--- config.mk ---
export PLATFORM = sky130hd
export DESIGN_NAME = kick_watchdog
export DESIGN_NICKNAME = d
export VERILOG_FILES = /design/src/rtl/wdg_pkg.sv /design/src/rtl/wdg_tick_gen.sv /design/src/rtl/wdg_edge_sync.sv /design/src/rtl/wdg_core.sv /design/src/rtl/kick_watchdog.sv
export SDC_FILE = /design/constraint.sdc
export NUM_CORES = 1
export LEC_CHECK = 0
export BUFFER_PORTS_ARGS = -buffer_cell sky130_fd_sc_hd__buf_2
export CAP_MARGIN = 20
export CORE_MARGIN = 1.5
export CORE_UTILIZATION = 51
export CTS_CLUSTER_SIZE = 8
export DETAILED_ROUTE_END_ITERATION = 7
export PLACE_DENSITY_LB_ADDON = 0.15
export SYNTH_ARGS = -nofsm -noshare
export SYNTH_HDL_FRONTEND = slang
export SYNTH_HIERARCHICAL = 1
export SYNTH_SLANG_ARGS = --single-unit
--- constraint.sdc ---
create_clock -name clk -period 2.4 [get_ports clk]
set_input_delay 0.24 -clock clk [delete_from_list [all_inputs] [get_ports clk]]
set_output_delay 0.24 -clock clk [all_outputs]
set_load 0.02 [all_outputs]
--- src/rtl/wdg_pkg.sv ---
package wdg_pkg;
  typedef enum logic [2:0] {
    WS_IDLE  = 3'd0,
    WS_RUN   = 3'd1,
    WS_HOLD  = 3'd2,
    WS_PULSE = 3'd3,
    WS_RST   = 3'd4
  } wdg_state_e;
endpackage

--- src/rtl/wdg_tick_gen.sv ---
module wdg_tick_gen #(
  parameter int PRESCALE = 100
) (
  input  logic clk,
  input  logic rst,
  output logic tick
);
  generate
    if (PRESCALE <= 1) begin : g_pass
      assign tick = 1'b1;
    end else begin : g_div
      localparam int PW = $clog2(PRESCALE);
      localparam logic [PW-1:0] LAST = PW'(PRESCALE - 1);
      logic [PW-1:0] pcnt;

      always_ff @(posedge clk) begin
        if (rst)               pcnt <= '0;
        else if (pcnt == LAST) pcnt <= '0;
        else                   pcnt <= pcnt + 1'b1;
      end

      assign tick = (pcnt == LAST);


      tick_gap_chk: assert property (@(posedge clk) disable iff (rst)
        tick |=> !tick);
    end
  endgenerate
endmodule

--- src/rtl/wdg_edge_sync.sv ---
module wdg_edge_sync #(
  parameter int SYNC_STAGES = 2
) (
  input  logic clk,
  input  logic rst,
  input  logic din,
  output logic edge_pulse
);
  localparam int SW = SYNC_STAGES + 1;
  logic [SW-1:0] sh;

  always_ff @(posedge clk) begin
    if (rst) sh <= '0;
    else     sh <= {sh[SW-2:0], din};
  end

  assign edge_pulse = sh[SW-1] ^ sh[SW-2];
endmodule

--- src/rtl/wdg_core.sv ---
module wdg_core
  import wdg_pkg::*;
#(
  parameter int CNT_W = 16,
  parameter int RST_W = 16
) (
  input  logic             clk,
  input  logic             rst,
  input  logic             tick,
  input  logic             kick,
  input  logic             indep_mode,
  input  logic             seq_done,
  input  logic             couple_en,
  input  logic [CNT_W-1:0] start_to,
  input  logic [CNT_W-1:0] norm_to,
  input  logic [RST_W-1:0] rst_len,
  output logic             wdo_n,
  output logic             reset_n
);
  localparam logic [CNT_W-1:0] CNT_ONE = CNT_W'(1);
  localparam logic [RST_W-1:0] RST_ONE = RST_W'(1);

  wdg_state_e       st;
  logic [CNT_W-1:0] cnt;
  logic [RST_W-1:0] rcnt;
  logic             active;

  assign active = indep_mode | seq_done;

  always_ff @(posedge clk) begin
    if (rst) begin
      st      <= WS_IDLE;
      cnt     <= '0;
      rcnt    <= '0;
      wdo_n   <= 1'b1;
      reset_n <= 1'b1;
    end else if (!active) begin
      st      <= WS_IDLE;
      wdo_n   <= 1'b1;
      reset_n <= 1'b1;
    end else begin
      unique case (st)
        WS_IDLE: begin
          st  <= WS_RUN;
          cnt <= start_to;
        end
        WS_RUN: begin
          if (kick) begin
            cnt <= norm_to;
          end else if (tick) begin
            if (cnt <= CNT_ONE) begin
              wdo_n <= 1'b0;
              st    <= couple_en ? WS_PULSE : WS_HOLD;
            end else begin
              cnt <= cnt - 1'b1;
            end
          end
        end
        WS_HOLD: begin
          if (kick) begin
            st    <= WS_RUN;
            cnt   <= norm_to;
            wdo_n <= 1'b1;
          end
        end
        WS_PULSE: begin
          if (tick) begin
            st      <= WS_RST;
            wdo_n   <= 1'b1;
            reset_n <= 1'b0;
            rcnt    <= rst_len;
          end
        end
        WS_RST: begin
          if (tick) begin
            if (rcnt <= RST_ONE) begin
              st      <= WS_RUN;
              reset_n <= 1'b1;
              cnt     <= norm_to;
            end else begin
              rcnt <= rcnt - 1'b1;
            end
          end
        end
        default: st <= WS_IDLE;
      endcase
    end
  end


  no_both_low_chk: assert property (@(posedge clk) disable iff (rst)
    !(!wdo_n && !reset_n));


  rst_after_pulse_chk: assert property (@(posedge clk) disable iff (rst)
    $fell(reset_n) |-> $rose(wdo_n));


  inactive_release_chk: assert property (@(posedge clk) disable iff (rst)
    !active |=> (wdo_n && reset_n));


  reset_on_tick_chk: assert property (@(posedge clk) disable iff (rst)
    (!$stable(reset_n) && $past(active)) |-> $past(tick));


  hold_until_kick_chk: assert property (@(posedge clk) disable iff (rst)
    ($past(st) == WS_HOLD && $past(active) && !$past(kick)) |-> !wdo_n);
endmodule

--- src/rtl/kick_watchdog.sv ---
module kick_watchdog #(
  parameter int PRESCALE    = 100,
  parameter int CNT_W       = 16,
  parameter int RST_W       = 16,
  parameter int SYNC_STAGES = 2
) (
  input  logic             clk,
  input  logic             rst,
  input  logic             wdi,
  input  logic             rst_couple_en,
  input  logic             indep_mode,
  input  logic             seq_done,
  input  logic [CNT_W-1:0] startup_ticks,
  input  logic [CNT_W-1:0] normal_ticks,
  input  logic [RST_W-1:0] pulse_ticks,
  output logic             wdo_n,
  output logic             reset_n
);
  logic tick;
  logic kick;

  wdg_tick_gen #(.PRESCALE(PRESCALE)) u_tick (
    .clk  (clk),
    .rst  (rst),
    .tick (tick)
  );

  wdg_edge_sync #(.SYNC_STAGES(SYNC_STAGES)) u_sync (
    .clk        (clk),
    .rst        (rst),
    .din        (wdi),
    .edge_pulse (kick)
  );

  wdg_core #(.CNT_W(CNT_W), .RST_W(RST_W)) u_core (
    .clk        (clk),
    .rst        (rst),
    .tick       (tick),
    .kick       (kick),
    .indep_mode (indep_mode),
    .seq_done   (seq_done),
    .couple_en  (rst_couple_en),
    .start_to   (startup_ticks),
    .norm_to    (normal_ticks),
    .rst_len    (pulse_ticks),
    .wdo_n      (wdo_n),
    .reset_n    (reset_n)
  );
endmodule

==> results of run 1 <==
-- synthesized netlist by cell type, drive strengths merged, types with 4 or more instances --
cell    instances  area (sq um)
clkbuf         24          90.1
a21oi          32           164
nor2           48           180
and3            4          25.0
o21ai          44           220
nand2b         10          62.6
buf             6          57.5
a221oi          5          43.8
or3             4          25.0
a32o            4          40.0
a211oi          4          50.1
inv            10          37.5
a221o           5          50.1
ha              5          62.6
dfxtp          47           941
nand3           9          55.1
nor2b           5          31.3
nor4            8          65.1
nor3           11          55.1
xnor2           4          35.0
and2            4          25.0
a31oi           5          31.3
xor2            6          52.6
nand2          45           169
a22oi           8          60.1
nor3b           5          37.5
-- power by group through the flow --
| stage | Combinational, W | Clock, W | Sequential, W |
|---|---|---|---|
| finish | 0.000435 | 0.000696 | 0.000865 |
| global route | 0.000484 | 0.000739 | 0.000871 |
| CTS | 0.000433 | 0.000717 | 0.000864 |
| detailed placement | 0.000428 | 0 | 0.000881 |
| global placement | 0.000422 | 0 | 0.000879 |
| floorplan | 0.000331 | 0 | 0.000863 |
-- stage by stage --
stage          total power (W)  instances
6_report               0.00200        534
5_1_grt                0.00209        534
4_1_cts                0.00201        534
3_5_place_dp           0.00131        526
3_3_place_gp           0.00130        526
2_1_floorplan          0.00119        408
-- worst max-delay path: cells and delay by family, from the launching register on --
kind,cells,cell delay [ns]
AOI/OAI and AO/OA,2,0.30
buffers and inverters,1,0.20
and+or+nand+nor,4,1.29
DFF,1,0.39
-- sequential cells by signal, indices dropped and copies added, names as in the netlist --
name               count
u_core/cnt            16
u_core/rcnt           16
u_tick/g_div.pcnt      7
u_core/st              3
u_sync/sh              3
u_core/reset_n         1
u_core/wdo_n           1
-- routing by layer --
metal | track usage, % | routed length (um)
met3 | 3.03 | 318
met1 | 29.3 | 3440
met4 | 7.24 | 101
met5 | 0 | 0
met2 | 43.6 | 3750
-- area by class of cell --
class	instances	area, sq um
Fill cell	559	2270
Timing Repair Buffer	73	423
Sequential cell	47	941
Tap cell	75	93.8
Clock inverter	3	67.6
Inverter	10	37.5
Multi-Input combinational cell	321	1980
Clock buffer	5	68.8
-- worst max-delay path by stage --
stage	start	slack, ns	to
final	u_core/cnt[8]	0.16	u_core/cnt[14]
after global placement	u_core/cnt[8]	0.22	u_core/cnt[14]
after floorplan	u_tick/g_div.pcnt[0]	0.11	u_core/rcnt[14]
after global routing	u_tick/g_div.pcnt[0]	0.007	u_core/cnt[3]
after CTS	u_core/cnt[8]	0.16	u_core/cnt[14]
after detailed placement	u_tick/g_div.pcnt[0]	0.18	u_core/rcnt[0]
-- cells by family after synthesis --
kind of cell	Yosys count
simple gates	169
flops	47
buf+inv	40
fa+ha+maj	5
xor+xnor	10
mux	2
compound gates	135
==> results.txt, run 1 <==
run status - completed
initial antenna violation count - 0
Avg Vias per Cell - 5.89
most frequent cells in the layout - 55 x buf_2, 47 x nor2_1, 47 x dfxtp_1
layout cell share with drive strength beyond 1 - 22.4%
capture point of the worst reg-to-reg path - u_core/cnt[14]
reg2reg start - u_core/cnt[8]
Post-synth EDFFs - 0
Switching Fraction - 28.6%
worst path cell trace - or4_4 > nor4_4 > buf_4 > nor4bb_1 > a221o_1 > nand2_1 > a21oi_1
setup slack after layout - 0.155 ns
HP Class - primary input to register
Post-CTS Repair Setup Buffers - 0
largest net degree at the start of global routing - 39
Worst-Margin Slew - 0.841 ns
post-CTS resize count - 0
mux share of post-synthesis cell area - 0.646%
warning count from the yosys run - 6
Bufs on Longest Clock Path - 2
vias in the first global route - 2,823
Yosys reg bits - 47
IO Port Bufs - 55
first-pass GRT wire length - 12.5 mm
drt initial violations - 124
Synth Area in XOR/XNOR - 2.83%
post-DP HPWL - 5.45 mm
CP required - 2.64 ns
Total Negative Setup Slacks - 0 ns
Cell Rows - 28
clock sinks - 47
RSZ-0062 raised after global routing - false
DRC - 0
Max Fclk - 445 MHz
WL/cell - 14.2 um
fin util - 61.4%
Die ar. - 6550 sq um
synthesized cell area - 3100 sq um
Synth Area in Simple Gates - 28.0%
Layout Nets - 517
Hold Path Depth - 2
P&R area growth vs syn - 16.7%
sequential cell area fraction in the yosys report - 30.4%
Seq pwr share - 43.3%
I/O pin count - 56
headroom to the max-slew limit - 43.7%
first-pass detailed-route iteration total - 5
Reg clk slew, reported paths - 0.09 ns
Int Power - 0.00143 W
Post-synth top flop - dfxtp_1
Clk pwr share - 34.9%
WS Path Type - register to register
final hold slack - 0.150 ns
Yosys cell types - 62
most common cell after layout, fill and taps aside - buf_2
Setup Skew - 0.00730 ns
Pleak - 1.43 nW
final instance area - 3610 sq um
GRT Util Overall - 24.0%
R2R setup slack - 0.16 ns
adder-cell share of the synthesized area - 2.02%
area of the core - 5890 sq um
VDD IR-drop max - 0.000292 V
CTS tree - done
HP Start - wdi
main combinational cell family by area after synthesis - compound AO/OA/AOI/OAI gates
crit-path max FO - 7
Die Width - 80.9 um
H-tree depth - 2
post-route ant nets - 0
combinational power share - 21.8%
final WL - 7.61 mm
Setup crit end kind - register
FF-to-FF path depth - 7
Placement Cell Area - 3470 sq um
critical path's slowest cell - or4_4
P_sw - 0.000570 W
Die Height - 80.9 um
CTS root buf - clkbuf_8
CTS hold repair buffers - 0
maxcap violations - 0
total grt overflow - 0
Setup Slack @ Placement - 0.181 ns
Final min period - 2.24 ns
TritonCTS Buffers - 5
initial core utilization - 52.6%
startpoint types - register
post-synthesis cell count - 408
Final Hold Vio Count - 0
via count - 3,146
syn nets - 467
worst hold endpoint - u_sync/sh[0]
ANT cells - 0
Slew Limit Fails - 0
post-synthesis average cell area - 7.59 sq um
post-synthesis compound-gate area fraction - 30.1%
pwr/cell area - 552 nW/um^2
CP peak stage delay - 0.61 ns
Final GP Congestion - 0.883
Async SR Flop Fraction - 0%
Final period util - 93.5%
worst path arrival time - 2.48 ns
Setup Viol. Count Final - 0
Clk Latency, worst-skew pair - 0.30 ns
Power figures use the tool's default switching activity.
==> run 2, diff against run 1 <==
--- a/config.mk
+++ b/config.mk
@@ -8,7 +8,7 @@
 export BUFFER_PORTS_ARGS = -buffer_cell sky130_fd_sc_hd__buf_2
 export CAP_MARGIN = 20
 export CORE_MARGIN = 1.5
-export CORE_UTILIZATION = 51
+export CORE_UTILIZATION = 50
 export CTS_CLUSTER_SIZE = 8
 export DETAILED_ROUTE_END_ITERATION = 7
 export PLACE_DENSITY_LB_ADDON = 0.15
==> run 2 against run 1 <==
Final area fell by 0.24%. Clock skew rose by 0.0077 ns. Flip-flop and latch count did not move. Die area rose by 1.9%. Non-clock buffer count did not move. Clock power fell by 0.6%. Register-to-register slack improved by 0.02 ns. Setup slack improved by 0.019 ns. Critical path depth did not move. Power barely moved. Fmax rose by 0.87%. Critical path type unchanged.
==> results.txt, run 2 (synthesis gave the netlist of run 1 again) <==
RSZ-0062 raised after global routing - false (unchanged)
startpoint types - register (unchanged)
WL/cell - 14.0 um (was 14.2 um)
total grt overflow - 0 (unchanged)
vias in the first global route - 2,841 (was 2,823)
Seq pwr share - 43.3% (about the same)
maxcap violations - 0 (unchanged)
pwr/cell area - 554 nW/um^2 (was 552 nW/um^2)
CTS tree - done (unchanged)
Post-CTS Repair Setup Buffers - 0 (unchanged)
ANT cells - 0 (unchanged)
most common cell after layout, fill and taps aside - buf_2 (unchanged)
post-CTS resize count - 0 (unchanged)
multi-input logic area - 1980 sq um (about the same)
P_sw - 0.000561 W (was 0.000570 W)
Slew Limit Fails - 0 (unchanged)
GRT Util Overall - 23.6% (was 24.0%)
Final min period - 2.23 ns (was 2.24 ns)
WS Path Type - register to register (unchanged)
first-pass GRT wire length - 12.4 mm (was 12.5 mm)
most frequent cells in the layout - 55 x buf_2, 48 x nor2_1, 47 x dfxtp_1 (was 55 x buf_2, 47 x nor2_1, 47 x dfxtp_1)
DRC - 0 (unchanged)
Final Hold Vio Count - 0 (unchanged)
final hold slack - 0.151 ns (was 0.150 ns)
Die Height - 81.7 um (was 80.9 um)
HP Class - primary input to register (unchanged)
Bufs on Longest Clock Path - 2 (unchanged)
Die ar. - 6670 sq um (was 6550 sq um)
Switching Fraction - 28.1% (was 28.6%)
crit-path max FO - 7 (unchanged)
CTS root buf - clkbuf_8 (unchanged)
area of the core - 5960 sq um (was 5890 sq um)
IO Port Bufs - 55 (unchanged)
worst path arrival time - 2.46 ns (was 2.48 ns)
Clk Latency, worst-skew pair - 0.30 ns (about the same)
post-route ant nets - 0 (unchanged)
Worst-Margin Slew - 0.898 ns (was 0.841 ns)
combinational power share - 22.0% (was 21.8%)
Setup Skew - 0.0150 ns (was 0.00730 ns)
CP required - 2.63 ns (was 2.64 ns)
Setup crit end kind - register (unchanged)
Top Registers - u_core/cnt (16), u_core/rcnt (16), u_tick/g_div.pcnt (7) (unchanged)
initial antenna violation count - 0 (unchanged)
fillers - 572 (was 559)
Total Negative Setup Slacks - 0 ns (unchanged)
post-DP HPWL - 5.30 mm (was 5.45 mm)
setup slack after layout - 0.175 ns (was 0.155 ns)
Final GP Congestion - 0.872 (was 0.883)
final WL - 7.50 mm (was 7.61 mm)
drt initial violations - 140 (was 124)
clock sinks - 47 (unchanged)
Final period util - 92.7% (was 93.5%)
P&R area growth vs syn - 16.4% (was 16.7%)
initial core utilization - 52.0% (was 52.6%)
register area - 941 sq um (unchanged)
via count - 3,118 (was 3,146)
Max Fclk - 449 MHz (was 445 MHz)
layout cell share with drive strength beyond 1 - 21.8% (was 22.4%)
Int Power - 0.00143 W (about the same)
Setup Viol. Count Final - 0 (unchanged)
VDD IR-drop max - 0.000248 V (was 0.000292 V)
CTS hold repair buffers - 0 (unchanged)
H-tree depth - 2 (unchanged)
Cell Rows - 28 (unchanged)
TritonCTS Buffers - 5 (unchanged)
Setup Slack @ Placement - 0.167 ns (was 0.181 ns)
headroom to the max-slew limit - 39.9% (was 43.7%)
run status - completed (unchanged)
largest net degree at the start of global routing - 39 (unchanged)
first-pass detailed-route iteration total - 5 (unchanged)
Die Width - 81.7 um (was 80.9 um)
overall power - 0.00200 W (about the same)
Avg Vias per Cell - 5.84 (was 5.89)
Clk pwr share - 34.7% (was 34.9%)
Pleak - 1.43 nW (about the same)
Layout Nets - 517 (unchanged)
I/O pin count - 56 (unchanged)
Reg clk slew, reported paths - 0.10 ns (was 0.09 ns)
run 2: power groups by stage:
stage	clock [W]	sequential (W)	combinational, W
after detailed placement	0	0.000882	0.000434
after floorplan	0	0.000863	0.000331
after CTS	0.000714	0.000864	0.000438
final	0.000692	0.000865	0.000439
after global placement	0	0.000881	0.000429
after global routing	0.000737	0.000871	0.000491
run 2: routing by layer:
metal  vias to the layer above  routed length [um]  GRT usage [%]
li1                       1596                   -              -
met4                         0                  57           6.44
met5                         -                   0              0
met2                        86                3610           42.6
met3                         4                 414           3.89
met1                      1432                3420           28.8
run 2: cell type report:
type | count | share of cell area, %
Tap cell | 75 | 2.60
Inverter | 10 | 1.04
Sequential cell | 47 | 26.1
Clock buffer | 6 | 2.01
Clock inverter | 2 | 1.67
Timing Repair Buffer | 73 | 11.7
Multi-Input combinational cell | 321 | 54.8
run 2: path summary, 6_finish.rpt:
check / cells after the start / slack (ns) / startpoint / endpoint
min reg2reg: 1 / 0.44 / u_sync/sh[0] / u_sync/sh[1]
max: 7 / 0.17 / u_core/cnt[8] / u_core/cnt[14]
min: 2 / 0.15 / wdi / u_sync/sh[0]
max reg2reg: 7 / 0.17 / u_core/cnt[8] / u_core/cnt[14]
run 2: worst max-delay path, stage by stage (launching register included):
cell	delay, ns
dfxtp_1	0.38
or4_4	0.60
nor4_4	0.26
buf_4	0.19
nor4bb_1	0.34
a221o_1	0.17
nand2_1	0.07
a21oi_1	0.15
run 2: stage by stage:
step           cell area (sq um)  utilization, %  cells
2_1_floorplan               3100               -    408
3_3_place_gp                3470            58.3    526
3_5_place_dp                3470            58.3    526
4_1_cts                     3600            60.5    534
5_1_grt                     3600            60.5    534
6_report                    3600            60.5    534
